[src/rtl/pll_param_pkg.sv]
package pll_param_pkg;
   localparam int SEL_W = 3;
   localparam logic [SEL_W-1:0] RS_WIDX = 3'd4;
   localparam logic [SEL_W-1:0] RS_DATA = 3'd5;
   localparam logic [SEL_W-1:0] RS_RIDX = 3'd7;
endpackage

[src/rtl/pll_idx_ctrl.sv]
module pll_idx_ctrl
   import pll_param_pkg::*;
#(
   parameter int IDX_W = 8
) (
   input  logic             clk,
   input  logic             rst,
   input  logic [SEL_W-1:0] sel,
   input  logic             wr,
   input  logic             rd,
   input  logic [IDX_W-1:0] wdata,
   output logic [IDX_W-1:0] widx,
   output logic [IDX_W-1:0] ridx,
   output logic             hi_lane,
   output logic             data_wr
);
   logic data_rd;

   assign data_wr = wr && (sel == RS_DATA);
   // a write wins over a read in the same cycle
   assign data_rd = !wr && rd && (sel == RS_DATA);

   always_ff @(posedge clk) begin
      if (rst) begin
         widx    <= '0;
         ridx    <= '0;
         hi_lane <= 1'b0;
      end else if (wr && sel == RS_WIDX) begin
         widx    <= wdata;
         hi_lane <= 1'b0;
      end else if (wr && sel == RS_RIDX) begin
         ridx    <= wdata;
         hi_lane <= 1'b0;
      end else if (data_wr) begin
         hi_lane <= ~hi_lane;
         if (hi_lane) widx <= widx + 1'b1;
      end else if (data_rd) begin
         hi_lane <= ~hi_lane;
         if (hi_lane) ridx <= ridx + 1'b1;
      end
   end
endmodule

[src/rtl/pll_reg_array.sv]
module pll_reg_array #(
   parameter int                     NUM_ENTRIES = 16,
   parameter int                     IDX_W       = 8,
   parameter int                     DATA_W      = 8,
   parameter logic [NUM_ENTRIES-1:0] WR_MASK     = 16'h44FC,
   parameter logic [2*DATA_W-1:0]    ENTRY0_INIT = 16'h6128,
   parameter logic [2*DATA_W-1:0]    ENTRY1_INIT = 16'h623D
) (
   input  logic                clk,
   input  logic                rst,
   input  logic                wr_en,
   input  logic [IDX_W-1:0]    wr_idx,
   input  logic                hi_lane,
   input  logic [DATA_W-1:0]   wdata,
   output logic [2*DATA_W-1:0] entry_q [NUM_ENTRIES]
);
   localparam int ENTRY_W = 2 * DATA_W;
   localparam int EW      = $clog2(NUM_ENTRIES);

   logic          in_range;
   logic [EW-1:0] idx_lo;

   assign in_range = (wr_idx[IDX_W-1:EW] == '0);
   assign idx_lo   = wr_idx[EW-1:0];

   for (genvar g = 0; g < NUM_ENTRIES; g++) begin : g_ent
      localparam logic [ENTRY_W-1:0] INIT =
         (g == 0) ? ENTRY0_INIT : (g == 1) ? ENTRY1_INIT : '0;
      if (WR_MASK[g]) begin : g_rw
         logic [ENTRY_W-1:0] q;
         always_ff @(posedge clk) begin
            if (rst) begin
               q <= INIT;
            end else if (wr_en && in_range && idx_lo == EW'(g)) begin
               if (hi_lane) q[ENTRY_W-1:DATA_W] <= wdata;
               else         q[DATA_W-1:0]       <= wdata;
            end
         end
         assign entry_q[g] = q;
      end else begin : g_ro
         assign entry_q[g] = INIT;
      end
   end
endmodule

[src/rtl/pll_field_decode.sv]
module pll_field_decode #(
   parameter int NUM_ENTRIES = 16,
   parameter int ENTRY_W     = 16,
   parameter int CSEL_W      = 3,
   parameter bit OVR_EN      = 1'b1,
   parameter int OVR_IDX     = 14,
   parameter int OVR_BIT     = 5,
   parameter int FIXED_CNT   = 2,
   parameter int M_W         = 7,
   parameter int N1_LSB      = 8,
   parameter int N1_W        = 5,
   parameter int SH_LSB      = 13,
   parameter int SH_W        = 3
) (
   input  logic [ENTRY_W-1:0] entry_q [NUM_ENTRIES],
   input  logic [CSEL_W-1:0]  clk_sel_in,
   output logic [CSEL_W-1:0]  clk_sel_eff,
   output logic               fixed,
   output logic               fixed_alt,
   output logic [M_W:0]       m_eff,
   output logic [N1_W:0]      n1_eff,
   output logic [SH_W-1:0]    post_shift
);
   localparam int EW = $clog2(NUM_ENTRIES);

   logic [ENTRY_W-1:0] word;

   if (OVR_EN) begin : g_ovr
      logic [ENTRY_W-1:0] ovr_word;
      assign ovr_word    = entry_q[OVR_IDX];
      assign clk_sel_eff = ovr_word[OVR_BIT] ? ovr_word[CSEL_W-1:0] : clk_sel_in;
   end else begin : g_plain
      assign clk_sel_eff = clk_sel_in;
   end

   assign word       = entry_q[EW'(clk_sel_eff)];
   assign fixed      = (int'(clk_sel_eff) < FIXED_CNT);
   assign fixed_alt  = (clk_sel_eff == CSEL_W'(1));
   assign m_eff      = {1'b0, word[M_W-1:0]} + (M_W+1)'(2);
   assign n1_eff     = {1'b0, word[N1_LSB +: N1_W]} + (N1_W+1)'(2);
   assign post_shift = word[SH_LSB +: SH_W];
endmodule

[src/rtl/pll_param_bank.sv]
module pll_param_bank
   import pll_param_pkg::*;
#(
   parameter int NUM_ENTRIES = 16,
   parameter int IDX_W       = 8,
   parameter int CSEL_W      = 3,
   parameter bit OVR_EN      = 1'b1
) (
   input  logic              clk,
   input  logic              rst,
   input  logic [SEL_W-1:0]  host_sel,
   input  logic              host_wr,
   input  logic              host_rd,
   input  logic [7:0]        host_wdata,
   output logic [7:0]        host_rdata,
   input  logic [CSEL_W-1:0] clk_sel_in,
   output logic [CSEL_W-1:0] clk_sel_eff,
   output logic              syn_fixed,
   output logic              syn_fixed_alt,
   output logic [7:0]        syn_m,
   output logic [5:0]        syn_n1,
   output logic [2:0]        syn_post_shift
);
   localparam int DATA_W  = 8;
   localparam int ENTRY_W = 2 * DATA_W;
   localparam int EW      = $clog2(NUM_ENTRIES);

   if ((1 << EW) != NUM_ENTRIES) begin : g_chk_pow2
      $error("NUM_ENTRIES must be a power of two");
   end
   if (NUM_ENTRIES >= (1 << IDX_W)) begin : g_chk_idx
      $error("index must be wider than the entry count");
   end
   if ((1 << CSEL_W) > NUM_ENTRIES) begin : g_chk_csel
      $error("clock select reaches past the entries");
   end
   if (IDX_W != DATA_W) begin : g_chk_width
      $error("index registers are loaded from one data byte");
   end

   logic [IDX_W-1:0]   widx, ridx;
   logic               hi_lane, data_wr;
   logic [ENTRY_W-1:0] entry_q [NUM_ENTRIES];
   logic [ENTRY_W-1:0] rd_word;
   logic               rd_in_range;

   pll_idx_ctrl #(.IDX_W(IDX_W)) u_idx (
      .clk(clk), .rst(rst), .sel(host_sel), .wr(host_wr), .rd(host_rd),
      .wdata(host_wdata), .widx(widx), .ridx(ridx), .hi_lane(hi_lane),
      .data_wr(data_wr)
   );

   pll_reg_array #(.NUM_ENTRIES(NUM_ENTRIES), .IDX_W(IDX_W), .DATA_W(DATA_W)) u_regs (
      .clk(clk), .rst(rst), .wr_en(data_wr), .wr_idx(widx), .hi_lane(hi_lane),
      .wdata(host_wdata), .entry_q(entry_q)
   );

   pll_field_decode #(.NUM_ENTRIES(NUM_ENTRIES), .ENTRY_W(ENTRY_W),
                      .CSEL_W(CSEL_W), .OVR_EN(OVR_EN)) u_dec (
      .entry_q(entry_q), .clk_sel_in(clk_sel_in), .clk_sel_eff(clk_sel_eff),
      .fixed(syn_fixed), .fixed_alt(syn_fixed_alt), .m_eff(syn_m),
      .n1_eff(syn_n1), .post_shift(syn_post_shift)
   );

   assign rd_in_range = (ridx[IDX_W-1:EW] == '0);
   assign rd_word     = entry_q[ridx[EW-1:0]];

   always_comb begin
      case (host_sel)
         RS_WIDX: host_rdata = widx;
         RS_RIDX: host_rdata = ridx;
         RS_DATA: begin
            if (!rd_in_range)  host_rdata = '0;
            else if (hi_lane)  host_rdata = rd_word[ENTRY_W-1:DATA_W];
            else               host_rdata = rd_word[DATA_W-1:0];
         end
         default: host_rdata = '0;
      endcase
   end
endmodule

[config.mk]
export PLATFORM = sky130hd
export DESIGN_NAME = pll_param_bank
export DESIGN_NICKNAME = d
export VERILOG_FILES = /design/src/rtl/pll_param_pkg.sv /design/src/rtl/pll_idx_ctrl.sv /design/src/rtl/pll_reg_array.sv /design/src/rtl/pll_field_decode.sv /design/src/rtl/pll_param_bank.sv
export SDC_FILE = /design/constraint.sdc
export NUM_CORES = 1
export LEC_CHECK = 0
export BUFFER_PORTS_ARGS = -buffer_cell sky130_fd_sc_hd__buf_2
export CAP_MARGIN = 20
export CORE_MARGIN = 2
export CORE_UTILIZATION = 57
export CTS_BUF_LIST = sky130_fd_sc_hd__clkbuf_4 sky130_fd_sc_hd__clkbuf_8 sky130_fd_sc_hd__clkbuf_16
export CTS_CLUSTER_DIAMETER = 80
export DETAILED_ROUTE_END_ITERATION = 12
export PLACE_DENSITY_LB_ADDON = 0.1
export SLEW_MARGIN = 20
export SYNTH_ARGS = -nofsm -noshare
export SYNTH_HDL_FRONTEND = slang
export SYNTH_HIERARCHICAL = 1
export SYNTH_SLANG_ARGS = --single-unit
export TNS_END_PERCENT = 30
[constraint.sdc]
create_clock -name clk -period 2.7 [get_ports clk]
set_clock_uncertainty 0.2 [all_clocks]
set_input_delay 0.54 -clock clk [delete_from_list [all_inputs] [get_ports clk]]
set_output_delay 0.54 -clock clk [all_outputs]
set_load 0.1 [all_outputs]
==> results of run 1 <==
-- metal layers --
layer	wire length, um	share of wire [%]
met2	15390	47
met1	14690	45
met4	937	2.9
met3	1812	5.5
met5	0	0
-- state kept, by name (all words and copies together), names as in the netlist --
signal,flops
u_regs/g_ent.g_rw.q,128
u_idx/ridx,8
u_idx/widx,8
u_idx/hi_lane,1
-- power groups by stage --
stage | clock network (mW) | logic [mW] | registers (mW)
after floorplan | 0 | 0.902 | 2.20
after detailed placement | 0 | 1.13 | 2.21
after CTS | 2.37 | 1.20 | 2.16
final | 2.34 | 1.25 | 2.16
after global placement | 0 | 1.12 | 2.21
after global routing | 2.44 | 1.31 | 2.16
-- worst register-to-register path: cells and delay by family, from the launching register on --
| kind | cells | cell delay (ps) |
|---|---|---|
| simple gates | 2 | 870 |
| flops | 1 | 550 |
| buf+inv | 2 | 370 |
| mux | 1 | 240 |
-- Yosys cell counts, drive strengths merged (4+ instances only) --
| cell type | number |
|---|---|
| nand3 | 20 |
| nor4b | 4 |
| xnor2 | 7 |
| nand2b | 132 |
| inv | 7 |
| nor3b | 4 |
| a32oi | 7 |
| clkbuf | 40 |
| a21boi | 10 |
| o21ai | 29 |
| a22oi | 24 |
| ha | 4 |
| mux2 | 5 |
| nor3 | 9 |
| or2b | 7 |
| nor2b | 10 |
| buf | 184 |
| xor2 | 7 |
| nor2 | 20 |
| a22o | 16 |
| and2 | 7 |
| and3 | 4 |
| a21oi | 31 |
| nand4 | 8 |
| nand4b | 7 |
| a221oi | 8 |
| a211oi | 28 |
| mux2i | 215 |
| or3 | 4 |
| dfxtp | 145 |
| mux4 | 45 |
| nand2 | 89 |
-- repair_timing --
| item | in CTS | in global routing |
|---|---|---|
| gates resized for setup | 64 | 43 |
| gates cloned | 1 | 1 |
| endpoints found under the setup margin | 27 | 27 |
| pin swaps | 15 | 16 |
| buffers inserted | 20 | 6 |
-- layout make-up --
cell class              instances  share of cell area (%)
multi-input cells             925                   55.07
flip-flops and latches        145                   21.11
repair buffers                255                   16.92
clock buffers                  18                   3.130
well taps                     265                   2.397
clock inverters                14                  0.9949
inverters                      10                  0.3708
-- metrics by stage --
stage | setup slack (ps) | TNS [ps] | instance area [sq um] | power [mW]
2_1_floorplan | -1194 | -15860 | 11830 | 3.107
3_3_place_gp | -471.3 | -8314 | 12630 | 3.334
3_5_place_dp | -519.5 | -9125 | 12630 | 3.342
4_1_cts | -703.0 | -13670 | 13650 | 5.723
5_1_grt | -817.4 | -14810 | 13830 | 5.913
6_report | -687.2 | -12770 | 13830 | 5.749
-- kinds of logic after synthesis --
family          Yosys count  share of synthesized area [%]
simple gates            340                          18.41
mux                     265                          29.07
buf+inv                 234                          13.69
compound gates          174                          11.16
flops                   145                          26.06
xor+xnor                 14                          1.101
fa+ha+maj                 4                         0.4493
other cells               2                        0.06741
-- worst min-delay path by stage --
stage	start	endpoint	cells after the start
finish	rst	u_idx/widx[7]	2
global route	rst	u_idx/widx[7]	2
CTS	rst	u_idx/widx[6]	2
detailed placement	u_regs/g_ent[10].g_rw.q[7]	u_regs/g_ent[10].g_rw.q[7]	2
global placement	u_regs/g_ent[4].g_rw.q[7]	u_regs/g_ent[4].g_rw.q[7]	2
floorplan	u_regs/g_ent[3].g_rw.q[7]	u_regs/g_ent[3].g_rw.q[7]	2
==> summary.txt, run 1 <==
status = finished with violations
failing checks = negative setup slack
leading area contributor after synthesis = dfxtp_1
most frequent cells in the layout = 205 x mux2i_1, 188 x buf_4, 139 x dfxtp_1
GR peak layer = met2
Finish-stage setup viols = 25
clock latency on the worst-skew pair = 450 ps
Final Worst Setup Slack = -687.2 ps
CTS tree = built
stages on the worst setup path = 10
initial core utilization = 57.62%
Max rail drop VDD = 0.4106 mV
Worst EP arrival = 2650 ps
die width = 143.8 um
filler instances = 1441
DRC = 0
GR met2 Demand/Resource = 51.43%
met1 Resource Use GR = 44.53%
Die Span Y = 143.8 um
most common cell after layout, fill and taps aside = mux2i_1
Post-DP HPWL = 23.13 mm
fin crit share = 125.5%
final hold violations = 0
CP endpoint = syn_m[6]
via density per instance = 5.719
asr flop ratio synth = 0%
Post-CTS Hold Fix Bufs = 0
Crit Path Max Fanout = 8
minimum clock period = 3387 ps
Internal Pwr Total = 3.912 mW
final wirelength = 32.83 mm
IO buf count = 47
Comb power frac = 21.7%
nature of the critical path endpoint = output pin
sequential fraction of design power = 37.5%
Final Max Tran Viols = 0
Yosys top cell area share = 26.06%
largest net degree at the start of global routing = 70
peak per-stage delay on the critical path = 380 ps
placed cell count = 1576
Critical R2R Capture = u_regs/g_ent[4].g_rw.q[12]
global-route usage over all layers = 32.32%
number of CTS-inserted buffers = 17
critical path, cell by cell = mux2i_4 -> buf_12 -> buf_4 -> nand2_1 -> a221oi_2 -> o21ai_1 -> nor3_2 -> nand3_2 -> xnor2_4 -> buf_12
CTS H-tree depth = 4
Clock power frac = 40.7%
Synth cell types = 75
Worst Path Required = 1960 ps
hold slack = 124.5 ps
ys flop type = dfxtp_1
depth of the worst register-to-register path = 5
crit start category = flop
number of synthesized flops with an enable pin = 0
Slew headroom = 61.67%
top cells by area, synth = dfxtp_1 26%, mux2i_1 19%, buf_4 9.2%
num rows = 51
Buf/Inv on CP = 3
initial DRC count = 728
most used cell, CP = buf_12
RSZ-0062 raised after global routing = yes
CTS Buffer Depth = 2
global-route wire length before repair = 50.56 mm
Layout area overhead = 24.17%
Layout Nets = 1376
core area = 19330 sq um
max-cap check violation count = 0
Synth Instances = 1178
via total after detailed routing = 9334
Reg area = 2920 sq um
diode count = 0
vias in the first global route = 9075
Worst R2R Setup Slack = 380 ps
worst reg2reg startpoint = u_idx/hi_lane
I/O pins = 48
final core utilization = 71.55%
synthesized cell area = 11140 sq um
sw frac = 31.94%
CTS clock-pin slew for the worst setup and hold paths = 70 ps
# clock sinks = 145
Switch Pwr = 1.836 mW
LEAKAGE = 6.006 nW
cell family with most CP delay = simple AND/OR/NAND/NOR gates
number of warnings issued by yosys = 6
register bit total from synthesis = 145
initial antenna violation count = 0
Overflow after GRT = 0
wire per inst = 20.12 um
die footprint = 20680 sq um
PwrDens = 415.6 nW/um^2
Critical-path top delay cell = dfxtp_4
syn avg cell area = 9.457 sq um
slew at the pin with the worst max-slew slack = 574.9 ps
multi-input logic area = 7619 sq um
HP Class = in2reg
TritonRoute pass-1 iters = 5
final std cells w/o fill = 1632
CP startpoint = u_regs/g_ent[14].g_rw.q[5]
Seq/Total Area, Yosys = 26.06%
GP Congestion = 0.9236
CTS Root Cell = clkbuf_16
Fmax = 295.2 MHz
antenna-violating nets left = 0
GR Util met3 = 4.499%
share of layout cells above drive strength 1 = 32.19%
Crit Path Category = reg2out
Power figures use the tool's default switching activity.
==> inputs of run 2 (changes only) <==
- ABC_AREA: unset -> 1
- CORE_UTILIZATION: 57 -> 58
==> run 2 against run 1 <==
The run still ends with negative setup slack left. Largest power group unchanged. Critical path type unchanged. Utilization decreased by 2.9 points. Fmax increased by 12%. Die area grew 14%. Worst hold slack improved by 72 ps.
==> summary.txt, run 2 <==
status = finished with violations
failing checks = negative setup slack
number of CTS-inserted buffers = 17 (unchanged)
Finish-stage setup viols = 25 (unchanged)
Post-DP HPWL = 26.83 mm (+16%)
Synth Instances = 2276 (+93%)
initial core utilization = 59.16% (+1.5 points)
die width = 153.4 um (+6.7%)
most frequent cells in the layout = 772 x nand2_1, 305 x inv_1, 249 x nand3_1
Worst Hold Path Cells = 3 (+1)
largest net degree at the start of global routing = 58 (-17%)
minimum clock period = 3022 ps (-365.0 ps)
Yosys top cell area share = 22.90% (-3.2 points)
ys flop type = dfxtp_1
asr flop ratio synth = 0% (unchanged)
via density per instance = 5.357 (-6.3%)
number of warnings issued by yosys = 6 (unchanged)
setup_tns = -5324 ps (+7444 ps)
critical path, cell by cell = buf_12 -> inv_6 -> nand2_8 -> buf_6 -> nand3_2 -> nand3_2 -> nand3_2 -> nand2_4 -> ha_4 -> nand3_4 -> xor2_4 -> buf_12
fin crit share = 111.9% (-14 points)
final hold violations = 0 (unchanged)
HP Class = in2reg
Regs by FF count = u_regs/g_ent.g_rw.q (128), u_idx/ridx (8), u_idx/widx (8)
CTS Buffer Depth = 2 (unchanged)
top cells by area, synth = nand2_1 23%, dfxtp_1 22%, nand3_1 11%
Final Worst Setup Slack = -322.2 ps (+365.0 ps)
vias in the first global route = 12557 (+38%)
I/O pins = 48 (unchanged)
hold slack = 196.8 ps (+72.25 ps)
wire per inst = 15.35 um (-24%)
Overflow after GRT = 0 (unchanged)
Post-CTS Hold Fix Bufs = 0 (unchanged)
synthesized cell area = 12950 sq um (+16%)
most used cell, CP = nand3_2
Most flops, register = u_regs/g_ent.g_rw.q
peak per-stage delay on the critical path = 390 ps (about the same)
PwrDens = 422.9 nW/um^2 (+1.8%)
Max rail drop VDD = 0.3964 mV (-3.5%)
num rows = 54 (+5.9%)
via total after detailed routing = 13908 (+49%)
leading area contributor after synthesis = nand2_1
depth of the worst register-to-register path = 6 (+1)
Die Span Y = 153.4 um (+6.7%)
diode count = 0 (unchanged)
CTS Root Cell = clkbuf_16
Slew headroom = 44.93% (-17 points)
IO buf count = 47 (unchanged)
CTS H-tree depth = 4 (unchanged)
CTS tree = built
Crit Path Category = reg2out
number of synthesized flops with an enable pin = 0 (unchanged)
Worst Path Required = 1960 ps (about the same)
TritonRoute pass-1 iters = 6 (+1)
Seq/Total Area, Yosys = 22.41% (-3.6 points)
Layout Nets = 2325 (+69%)
stages on the worst setup path = 12 (+2)
initial antenna violation count = 0 (unchanged)
most numerous cell in the Yosys netlist = nand2_1
Layout area overhead = 16.05%
max FFs per register = 128 (unchanged)
clock latency on the worst-skew pair = 430 ps (-20 ps)
most common cell after layout, fill and taps aside = nand2_1
max-cap check violation count = 0 (unchanged)
Final Max Tran Viols = 0 (unchanged)
Synth cell types = 42 (-44%)
global-route usage over all layers = 33.32% (+1.0 points)
final std cells w/o fill = 2596 (+59%)
DRC = 0 (unchanged)
Fmax = 330.9 MHz (+12%)
top cells by count, synth = 790 x nand2_1, 311 x inv_1, 280 x nand3_1
CTS clock-pin slew for the worst setup and hold paths = 70 ps (about the same)
die footprint = 23540 sq um (+14%)
syn avg cell area = 5.690 sq um (-40%)
final wirelength = 39.85 mm (+21%)
# clock sinks = 145 (unchanged)
GP Congestion = 0.8982 (-2.8%)
Crit Path Max Fanout = 5 (-3)
placed cell count = 2557 (+62%)
Buf/Inv on CP = 4 (+1)
RSZ-0062 raised after global routing = yes
cell family with most CP delay = simple AND/OR/NAND/NOR gates
Worst EP arrival = 2280 ps (-370 ps)
crit start category = flop
initial DRC count = 1714 (+140%)
final core utilization = 68.66% (-2.9 points)
nature of the critical path endpoint = output pin
register bit total from synthesis = 145 (unchanged)
core area = 21890 sq um (+13%)
LEAKAGE = 6.878 nW (+15%)
slew at the pin with the worst max-slew slack = 825.2 ps (+250.3 ps)
Critical-path top delay cell = dfxtp_4
share of layout cells above drive strength 1 = 13.90% (-18 points)
antenna-violating nets left = 0 (unchanged)
global-route wire length before repair = 64.25 mm (+27%)
## run 2: worst paths after layout
path / from / to / slack (ps)
worst min-delay path: host_wdata[4] / u_idx/widx[4] / 200
worst min register to register: u_regs/g_ent[10].g_rw.q[5] / u_regs/g_ent[10].g_rw.q[5] / 310
worst max-delay path: u_regs/g_ent[14].g_rw.q[5] / syn_m[5] / -320
worst max register to register: u_idx/widx[1] / u_regs/g_ent[2].g_rw.q[2] / 540
## run 2: layout make-up
class / instances / area (sq um)
clock inverters: 14 / 226.5
repair buffers: 149 / 1772
fillers: 1955 / 6862
inverters: 322 / 1254
clock buffers: 18 / 439.2
multi-input cells: 1668 / 8071
flip-flops and latches: 145 / 2917
well taps: 280 / 350.3
## run 2: per-layer routing
metal | part of all wire [%] | up-vias | global-route usage [%]
met3 | 8.7 | 98 | 3.856
met2 | 46 | 636 | 53.83
li1 | - | 6901 | -
met5 | 0 | - | 0
met1 | 42 | 6273 | 45.99
met4 | 3.2 | 0 | 12.01
## run 2: repair_timing
action,in CTS,in global routing
resized for setup,53,47
cloned,2,2
buffers inserted,3,0
pin swaps,9,15
endpoints found under the setup margin,26,26
## run 2: power by group
part	total (mW)	internal [mW]	leakage [nW]	switching, mW
clock network	2.73	1.68	0.323	1.05
logic	1.47	0.492	5.38	0.977
registers	2.16	2.14	1.17	0.0137
## run 2: logic make-up (layout without fill, tap and decap cells)
group / after synthesis / count (layout) / synth area share, %
compound gates: 74 / 74 / 3.410
xor+xnor: 6 / 6 / 0.4058
fa+ha+maj: 4 / 4 / 0.3865
buf+inv: 591 / 503 / 22.99
flops: 145 / 145 / 22.41
other cells: 2 / 128 / 0.05799
simple gates: 1454 / 1456 / 50.33
## run 2: metrics by stage
stage	setup WS, ps	instance area [sq um]	power [mW]
after CTS	-314.6	14780	6.320
after detailed placement	-175.1	13890	3.575
after global placement	-152.4	13890	3.562
final	-322.2	15030	6.356
after global routing	-389.7	15030	6.561
after floorplan	-255.9	13700	3.272
## run 2: worst min-delay path: stages
cell	delay, ps
buf_2	110
a21oi_1	70
nor2_1	70
